**config.mk**
```make
export PLATFORM = sky130hd
export DESIGN_NAME = sar_serial_emu
export DESIGN_NICKNAME = d
export VERILOG_FILES = /design/src/rtl/sar_emu_pkg.sv /design/src/rtl/sar_emu_edge.sv /design/src/rtl/sar_emu_frame.sv /design/src/rtl/sar_emu_seq.sv /design/src/rtl/sar_serial_emu.sv
export SDC_FILE = /design/constraint.sdc
export NUM_CORES = 1
export LEC_CHECK = 0
export BUFFER_PORTS_ARGS = -buffer_cell sky130_fd_sc_hd__buf_4
export CORE_UTILIZATION = 35
export CTS_BUF_LIST = sky130_fd_sc_hd__clkbuf_2 sky130_fd_sc_hd__clkbuf_4 sky130_fd_sc_hd__clkbuf_8
export DETAILED_ROUTE_END_ITERATION = 16
export HOLD_SLACK_MARGIN = 0.02
export PLACE_DENSITY = 0.66
export SYNTH_ARGS = -nofsm -noshare
export SYNTH_HDL_FRONTEND = slang
export SYNTH_SLANG_ARGS = --single-unit
```
**constraint.sdc**
```tcl
create_clock -name clk -period 2 [get_ports clk]
set_clock_uncertainty 0.1 [all_clocks]
set_input_delay 0.4 -clock clk [delete_from_list [all_inputs] [get_ports clk]]
set_output_delay 0.4 -clock clk [all_outputs]
set_load 0.02 [all_outputs]
```
**src/rtl/sar_emu_pkg.sv**
```systemverilog
package sar_emu_pkg;
   localparam int unsigned DEF_FRAME_LEN   = 16;
   localparam int unsigned DEF_LEAD_ZEROS  = 4;
   localparam int unsigned DEF_RES_HI      = 12;
   localparam int unsigned DEF_RES_LO      = 10;
   localparam int unsigned DEF_TRACK_AFTER = 13;

   typedef enum logic {
      RES_WIDE   = 1'b0,
      RES_NARROW = 1'b1
   } res_mode_e;
endpackage

```
**src/rtl/sar_emu_edge.sv**
```systemverilog
module sar_emu_edge #(
   parameter bit IDLE = 1'b1
) (
   input  logic clk,
   input  logic rst_n,
   input  logic din,
   output logic rise,
   output logic fall
);
   logic prev_q;

   always_ff @(posedge clk or negedge rst_n) begin
      if (!rst_n) prev_q <= IDLE;
      else        prev_q <= din;
   end

   assign rise = din & ~prev_q;
   assign fall = ~din & prev_q;
endmodule

```
**src/rtl/sar_emu_frame.sv**
```systemverilog
module sar_emu_frame
   import sar_emu_pkg::*;
#(
   parameter int unsigned FRAME_LEN  = DEF_FRAME_LEN,
   parameter int unsigned LEAD_ZEROS = DEF_LEAD_ZEROS,
   parameter int unsigned RES_HI     = DEF_RES_HI,
   parameter int unsigned RES_LO     = DEF_RES_LO
) (
   input  logic              clk,
   input  logic              rst_n,
   input  logic              load,
   input  logic              shift,
   input  res_mode_e         mode,
   input  logic [RES_HI-1:0] sample,
   output logic              msb
);
   localparam int unsigned TRAIL_LO = FRAME_LEN - LEAD_ZEROS - RES_LO;

   logic [FRAME_LEN-1:0] wide_w;
   logic [FRAME_LEN-1:0] load_w;
   logic [FRAME_LEN-1:0] frame_q;

   // wide result sits right-aligned: lead zeros come from zero extension
   assign wide_w = FRAME_LEN'(sample);

   generate
      if (RES_LO < RES_HI) begin : g_dual
         logic [FRAME_LEN-1:0] narrow_w;
         assign narrow_w = FRAME_LEN'(sample[RES_LO-1:0]) << TRAIL_LO;
         assign load_w   = (mode == RES_NARROW) ? narrow_w : wide_w;
      end else begin : g_single
         logic unused_mode;
         assign unused_mode = mode;
         assign load_w      = wide_w;
      end
   endgenerate

   always_ff @(posedge clk or negedge rst_n) begin
      if (!rst_n)     frame_q <= '0;
      else if (load)  frame_q <= load_w;
      else if (shift) frame_q <= {frame_q[FRAME_LEN-2:0], 1'b0};
   end

   assign msb = frame_q[FRAME_LEN-1];
endmodule

```
**src/rtl/sar_emu_seq.sv**
```systemverilog
module sar_emu_seq
   import sar_emu_pkg::*;
#(
   parameter int unsigned FRAME_LEN   = DEF_FRAME_LEN,
   parameter int unsigned TRACK_AFTER = DEF_TRACK_AFTER
) (
   input  logic clk,
   input  logic rst_n,
   input  logic cs_fall,
   input  logic cs_rise,
   input  logic sclk_fall,
   input  logic sclk_rise,
   output logic load,
   output logic shift,
   output logic drive,
   output logic track
);
   localparam int unsigned CW = $clog2(FRAME_LEN + 1);

   logic [CW-1:0] cnt_q;
   logic          active_q;
   logic          drive_q;
   logic          track_q;

   assign load  = cs_fall;
   assign shift = active_q & sclk_fall & ~cs_fall & ~cs_rise;

   always_ff @(posedge clk or negedge rst_n) begin
      if (!rst_n) begin
         cnt_q    <= '0;
         active_q <= 1'b0;
         drive_q  <= 1'b0;
         track_q  <= 1'b1;
      end else if (cs_fall) begin
         cnt_q    <= '0;
         active_q <= 1'b1;
         drive_q  <= 1'b1;
         track_q  <= 1'b0;
      end else if (cs_rise) begin
         active_q <= 1'b0;
         drive_q  <= 1'b0;
         track_q  <= 1'b1;
      end else if (active_q) begin
         if (sclk_fall) begin
            cnt_q <= cnt_q + 1'b1;
            if (cnt_q == CW'(FRAME_LEN - 1)) begin
               active_q <= 1'b0;
               drive_q  <= 1'b0;
            end
         end
         if (sclk_rise && cnt_q >= CW'(TRACK_AFTER)) track_q <= 1'b1;
      end
   end

   assign drive = drive_q;
   assign track = track_q;

   // the fall count never passes the frame length
   assert_cnt_bound_R5: assert property (@(posedge clk) disable iff (!rst_n)
      cnt_q <= CW'(FRAME_LEN));

   // holding only happens inside a driven frame
   assert_hold_in_frame_R6: assert property (@(posedge clk) disable iff (!rst_n)
      !track_q |-> drive_q);
endmodule

```
**src/rtl/sar_serial_emu.sv**
```systemverilog
module sar_serial_emu
   import sar_emu_pkg::*;
#(
   parameter int unsigned FRAME_LEN   = DEF_FRAME_LEN,
   parameter int unsigned LEAD_ZEROS  = DEF_LEAD_ZEROS,
   parameter int unsigned RES_HI      = DEF_RES_HI,
   parameter int unsigned RES_LO      = DEF_RES_LO,
   parameter int unsigned TRACK_AFTER = DEF_TRACK_AFTER
) (
   input  logic              clk,
   input  logic              rst_n,
   input  logic              cs_n,
   input  logic              sclk,
   input  logic              mode_10b,
   input  logic [RES_HI-1:0] sample_in,
   output logic              sdo,
   output logic              sdo_oe,
   output logic              track
);
   initial begin
      assert (LEAD_ZEROS >= 1 && LEAD_ZEROS + RES_HI == FRAME_LEN)
         else $fatal(1, "frame length must equal lead zeros plus wide result");
      assert (RES_LO >= 1 && RES_LO <= RES_HI)
         else $fatal(1, "narrow result must not exceed wide result");
      assert (TRACK_AFTER >= 1 && TRACK_AFTER < FRAME_LEN)
         else $fatal(1, "track point must fall inside the frame");
   end

   logic cs_rise, cs_fall, sclk_rise, sclk_fall;
   logic load, shift, drive, msb;
   res_mode_e mode;

   assign mode = mode_10b ? RES_NARROW : RES_WIDE;

   sar_emu_edge #(.IDLE(1'b1)) u_cs_edge (
      .clk(clk), .rst_n(rst_n), .din(cs_n), .rise(cs_rise), .fall(cs_fall));

   sar_emu_edge #(.IDLE(1'b1)) u_sclk_edge (
      .clk(clk), .rst_n(rst_n), .din(sclk), .rise(sclk_rise), .fall(sclk_fall));

   sar_emu_seq #(.FRAME_LEN(FRAME_LEN), .TRACK_AFTER(TRACK_AFTER)) u_seq (
      .clk(clk), .rst_n(rst_n),
      .cs_fall(cs_fall), .cs_rise(cs_rise),
      .sclk_fall(sclk_fall), .sclk_rise(sclk_rise),
      .load(load), .shift(shift), .drive(drive), .track(track));

   sar_emu_frame #(.FRAME_LEN(FRAME_LEN), .LEAD_ZEROS(LEAD_ZEROS),
                   .RES_HI(RES_HI), .RES_LO(RES_LO)) u_frame (
      .clk(clk), .rst_n(rst_n), .load(load), .shift(shift),
      .mode(mode), .sample(sample_in), .msb(msb));

   assign sdo_oe = drive;
   assign sdo    = drive & msb;

   assert_launch_zero_R2: assert property (@(posedge clk) disable iff (!rst_n)
      $fell(cs_n) |=> (sdo_oe && !sdo && !track));

   assert_abort_tracks_R7: assert property (@(posedge clk) disable iff (!rst_n)
      $rose(cs_n) |=> track);

   assert_idle_quiet_R8: assert property (@(posedge clk) disable iff (!rst_n)
      cs_n |=> (!sdo_oe && !sdo));
endmodule

```
==> Word level (Yosys, flattened, before mapping) <==
Cells that the tools add are included.
{ "totals": {"output_inout_bits": 3, "register_bits": 26} }
{ "op_classes": {"n_lt_le_gt_ge": 1, "eq_ne": 2, "muxes": 22, "bitwise": 14, "reduce_logical": 11, "n_addsub": 1} }
{ "op_table": {"columns": ["operator", "count"], "rows": [
  ["16-bit 2-to-1 mux", 2],
  ["5-bit 2-to-1 mux", 4],
  ["1-bit 2-to-1 mux", 15],
  ["12-bit 2-to-1 mux", 1],
  ["3-bit nonzero test", 4],
  ["1-bit bitwise AND", 8],
  ["1-bit inverter", 6],
  ["3-bit AND reduction", 2],
  ["2-bit nonzero test", 3],
  ["5-bit by 1-bit adder with 5-bit output (second input constant)", 1],
  ["5-bit by 4-bit == test with 1-bit output (second input constant)", 1],
  ["5-bit by 4-bit greater-or-equal comparator with 1-bit output (second input constant)", 1],
  ["2-bit by 1-bit inequality test with 1-bit output (second input constant)", 1],
  ["2-bit AND reduction", 1],
  ["1-bit logical AND", 1]
]} }

==> Logic depth before layout (Yosys ltp) <==
{ "logic_depth": {"ltp_word": 7, "depth_mapped": 7, "ltp_nobuf": 6} }

==> By module <==
Synthesis repeated with hierarchy kept, for this count alone.
{ "hier_totals": {"cells_unflattened": 113, "area_unflattened_um2": 1390.1} }
{ "by_module_without_submodules": {"columns": ["module", "seq_area_each_um2", "area_each_um2", "cells_each", "n_inst"], "rows": [
  ["sar_emu_frame", 400.4, 847.1, 64, 1],
  ["sar_emu_seq", 201.4, 454.2, 42, 1],
  ["sar_emu_edge", 26.3, 41.3, 3, 2],
  ["sar_serial_emu", 0.0, 6.3, 1, 1]
]} }

==> Least setup slack after synthesis <==
Ideal clock, no wire load.
{ "synth_timing": {"kind": "register to register", "start": "register u_cs_edge.prev_q", "end": "register u_frame.frame_q[10]", "synth_period_minus_slack_ns": 1.894, "required_time_ns": 1.775, "path_stages_with_launch": 8, "n_path_buf": 2, "slack_ns": 0.106, "arrival_ns": 1.669, "cell_sequence": "dfstp_2 > inv_1 > ha_1 > and4bb_1 > buf_6 > or2_1 > buf_6 > mux2_4"} }
{ "synth_between": {"elab_chain_cells": 5} }
{ "synth_lines": {"columns": ["element", "line", "rtl"], "rows": [
  ["start, declared", "sar_emu_edge.sv:10", "logic prev_q;"],
  ["start signal, assigned", "sar_emu_edge.sv:14", "else prev_q <= din;"],
  ["1-bit bitwise AND / 1-bit inverter (equally long branches)", "sar_emu_edge.sv:18, sar_emu_edge.sv:17", null],
  ["1-bit inverter / 1-bit bitwise AND (equally long branches)", "sar_emu_seq.sv:26, sar_emu_edge.sv:17", null],
  ["1-bit bitwise AND / 1-bit inverter (equally long branches)", "sar_emu_seq.sv:26", "assign shift = active_q & sclk_fall & ~cs_fall & ~cs_rise;"],
  ["1-bit bitwise AND", "sar_emu_seq.sv:26", null],
  ["2-bit nonzero test (no source line)", null, null],
  ["end signal, assigned", "sar_emu_frame.sv:40", "else if (load) frame_q <= load_w;"],
  ["end signal, assigned", "sar_emu_frame.sv:41", "else if (shift) frame_q <= {frame_q[FRAME_LEN-2:0], 1'b0};"],
  ["end, declared", "sar_emu_frame.sv:21", "logic [FRAME_LEN-1:0] frame_q;"]
]} }
Parallel ways exist; a longest one is shown, timed or not.
A chain may end at the register's enable or synchronous reset.

==> Final worst setup path <==
{ "layout_timing": {"start": "register u_cs_edge.prev_q", "end": "register u_frame.frame_q[8]"} }
Same word-level chain as after synthesis.

==> run_summary.xml <==
<?xml version="1.0" encoding="UTF-8"?>
<metrics>
  <group name="synthesis">
    <metric name="synth_top_flop_cell" unit="">sky130_fd_sc_hd__dfrtp_1</metric>
    <metric name="postSynthAreaPerCell" unit="sq um">11.2</metric>
    <metric name="yosys.cell_types.count" unit="">34</metric>
    <metric name="synthDominantAreaCellType" unit="">sky130_fd_sc_hd__dfrtp_1</metric>
    <metric name="synth-seq-area-share" unit="%">45.3</metric>
    <metric name="synthesis.instances" unit="">129</metric>
    <metric name="ys_warn_count" unit="">0</metric>
    <metric name="synthMostInstantiatedCell" unit="">sky130_fd_sc_hd__dfrtp_1</metric>
    <metric name="syn_area" unit="sq um">1450</metric>
    <metric name="synth-edff-count" unit="">0</metric>
    <metric name="synth.ff_latch_count" unit="">26</metric>
    <metric name="synth_top_cells_by_count" unit="">sky130_fd_sc_hd__dfrtp_1 (23), sky130_fd_sc_hd__mux2i_1 (16), sky130_fd_sc_hd__nor2_1 (14)</metric>
    <metric name="post_synth_main_area_contributors" unit="">sky130_fd_sc_hd__dfrtp_1 (40%), sky130_fd_sc_hd__mux2i_1 (11%), sky130_fd_sc_hd__mux2_4 (10%)</metric>
    <metric name="post_synthesis_async_set_or_reset_flop_share" unit="%">100</metric>
    <metric name="postSynthNetCount" unit="">152</metric>
    <metric name="yosys.area.top_type_share" unit="%">39.8</metric>
  </group>
  <group name="layout">
    <metric name="finalCoreUtilization" unit="%">45.7</metric>
    <metric name="multi_input_comb_area" unit="sq um">717</metric>
    <metric name="fin_nets" unit="">175</metric>
    <metric name="fillerInstances" unit="">359</metric>
    <metric name="final-seq-area" unit="sq um">654</metric>
    <metric name="final_design_area_no_fill" unit="sq um">1740</metric>
    <metric name="diodes_inserted" unit="">0</metric>
    <metric name="layout-drive-gt1-share" unit="%">28.5</metric>
    <metric name="layout_overhead_on_the_synthesized_area" unit="%">20.1</metric>
  </group>
  <group name="timing">
    <metric name="grt_setup_unrepaired" unit="">no</metric>
    <metric name="fin_crit" unit="ps">1860</metric>
    <metric name="totalNegativeSetupSlack" unit="ps">0</metric>
    <metric name="worstMarginPinSlew" unit="ps">615</metric>
    <metric name="setup_ws" unit="ps">141</metric>
    <metric name="slew_violations" unit="">0</metric>
    <metric name="layout_worst_path_cycle_share" unit="%">92.9</metric>
    <metric name="final_hold_viol_count" unit="">0</metric>
    <metric name="setup_viol_count_final" unit="">0</metric>
    <metric name="relSlewSlack" unit="%">58.6</metric>
    <metric name="clock.fmax" unit="GHz">0.538</metric>
  </group>
  <group name="drt">
    <metric name="drt_first_pass_iters" unit="">4</metric>
    <metric name="vias" unit="">978</metric>
    <metric name="wl_per_cell" unit="um">12.7</metric>
    <metric name="drt_first_iter_violations" unit="">38</metric>
    <metric name="routed_via_density" unit="">4.91</metric>
    <metric name="wirelength" unit="mm">2.52</metric>
    <metric name="drc" unit="">0</metric>
    <metric name="postRouteAntennaNets" unit="">0</metric>
  </group>
  <group name="run">
    <metric name="max-cap-violations" unit="">0</metric>
  </group>
  <group name="worst_setup_path">
    <metric name="path_max_fanout" unit="">10</metric>
    <metric name="timing.critical_path.arrival" unit="ps">1910</metric>
    <metric name="timing.setup.critical_path_class" unit="">reg2reg</metric>
    <metric name="timing.critical_path.to_type" unit="">flop</metric>
    <metric name="start_kind" unit="">flop</metric>
    <metric name="crit_required" unit="ps">2050</metric>
  </group>
  <group name="clocking">
    <metric name="cts_resized" unit="">0</metric>
    <metric name="post_cts.repair.setup_buffers" unit="">0</metric>
    <metric name="cts_max_level" unit="">1</metric>
    <metric name="clockBufferDepth" unit="">2</metric>
    <metric name="worst_skew_pair.late_latency" unit="ps">270</metric>
    <metric name="clock_sinks" unit="">26</metric>
    <metric name="postCtsHoldBufs" unit="">1</metric>
    <metric name="cts_clock_pin_slew_for_the_worst_setup_and_hold_paths" unit="ps">90</metric>
    <metric name="cts_tree" unit="">done</metric>
    <metric name="tritoncts.num_buffers" unit="">3</metric>
    <metric name="clockRootBuffer" unit="">sky130_fd_sc_hd__clkbuf_8</metric>
  </group>
  <group name="run_status">
    <metric name="outcome" unit="">finished clean</metric>
  </group>
  <group name="placement">
    <metric name="buffers_on_ports" unit="">19</metric>
    <metric name="detailedPlacementHpwl" unit="mm">1.86</metric>
    <metric name="dpl_cell_area" unit="sq um">1650</metric>
    <metric name="finalWeightedCongestion" unit="">0.799</metric>
    <metric name="post-place-ws" unit="ps">139</metric>
  </group>
  <group name="floorplanning">
    <metric name="initial_utilization" unit="%">38.0</metric>
    <metric name="fp-row-count" unit="">22</metric>
    <metric name="design.die.area" unit="sq um">4390</metric>
    <metric name="top_level_ports" unit="">20</metric>
    <metric name="placeableCoreArea" unit="sq um">3800</metric>
    <metric name="die_h" unit="um">66.3</metric>
    <metric name="die_x" unit="um">66.3</metric>
  </group>
  <group name="global_route">
    <metric name="global_route.usage.total" unit="%">13.1</metric>
    <metric name="pin_count_of_the_biggest_net_entering_global_routing" unit="">31</metric>
    <metric name="first_global_vias" unit="">981</metric>
    <metric name="remaining_global_route_overflow" unit="">0</metric>
    <metric name="antenna_violations_before_repair" unit="">0</metric>
    <metric name="grt_pass1_wl" unit="mm">4.37</metric>
  </group>
  <group name="power_and_ir_drop">
    <metric name="power-per-cell-area" unit="nW/um^2">879</metric>
    <metric name="leakagePower" unit="nW">0.842</metric>
    <metric name="vdd_drop_max" unit="mV">0.465</metric>
    <metric name="total_power" unit="mW">1.53</metric>
  </group>
  <group name="hold_path">
    <metric name="hold_class" unit="">in2reg</metric>
  </group>
</metrics>
final timing paths:
check,start,endpoint,slack [ps],cells past startpoint
worst min register to register,u_seq.track,u_seq.track,370,2
max in group asynchronous,rst_n,u_seq.track,1030,2
worst max register to register,u_cs_edge.prev_q,u_frame.frame_q[8],140,6
worst max-delay path,u_cs_edge.prev_q,u_frame.frame_q[8],140,6
min in group asynchronous,rst_n,u_seq.cnt_q[4],460,2
worst min-delay path,sclk,u_sclk_edge.prev_q,150,1
cells in the final DEF, fill, tap and decap left out, drive strengths merged, types with 6 or more instances in the layout:
cell type,netlist,layout
nor2,14,14
dfrtp,23,23
inv,8,8
buf,7,24
a21oi,11,11
mux2,11,11
mux2i,16,16
ha,6,6
cells by family (layout without fill, tap and decap cells):
kind of cell	Yosys count	count (layout)	synth area share (%)
buffers and inverters	15	37	5.11
DFF	26	26	45.3
and+or+nand+nor	33	33	12.6
muxes	27	27	22.3
adders and majority gates	6	6	5.19
AOI/OAI and AO/OA	22	22	9.61
worst max-delay path, cell delays in order, from the launching register on:
cell	delay (ps)
sky130_fd_sc_hd__dfstp_2	530
sky130_fd_sc_hd__inv_1	50
sky130_fd_sc_hd__ha_1	180
sky130_fd_sc_hd__and4bb_1	270
sky130_fd_sc_hd__or2_1	150
sky130_fd_sc_hd__buf_12	150
sky130_fd_sc_hd__mux2_4	300
per-stage QoR:
stage	hold slack, ps	cells
global placement	222	194
detailed placement	231	194
CTS	137	199
finish	145	199
floorplan	4.41	129
global route	131	199
per-layer routing:
layer	up-vias	wire length [um]	track usage, %
met3	2	45	3.10
li1	499	-	-
met5	-	0	0
met4	0	27	3.99
met1	471	1180	16.1
met2	6	1260	22.3
state kept, by name (all words and copies together), names as in the netlist:
register / count
u_seq.cnt_q: 5
u_sclk_edge.prev_q: 1
u_cs_edge.prev_q: 1
u_frame.frame_q: 16
u_seq.drive: 1
u_seq.track: 1
u_seq.active_q: 1
area by class of cell:
| class | instances | share of cell area [%] |
|---|---|---|
| tap | 48 | 3.46 |
| inverter | 8 | 1.73 |
| clock buffer | 3 | 2.38 |
| timing repair buffer | 25 | 11.7 |
| clock inverter | 1 | 1.73 |
| multi-input combinational | 88 | 41.3 |
| sequential | 26 | 37.7 |
where the power goes:
part | switching [mW] | total, mW | internal [mW]
registers | 0.0771 | 0.720 | 0.642
clock network | 0.162 | 0.430 | 0.268
logic | 0.146 | 0.376 | 0.230
Power figures use the tool's default switching activity.
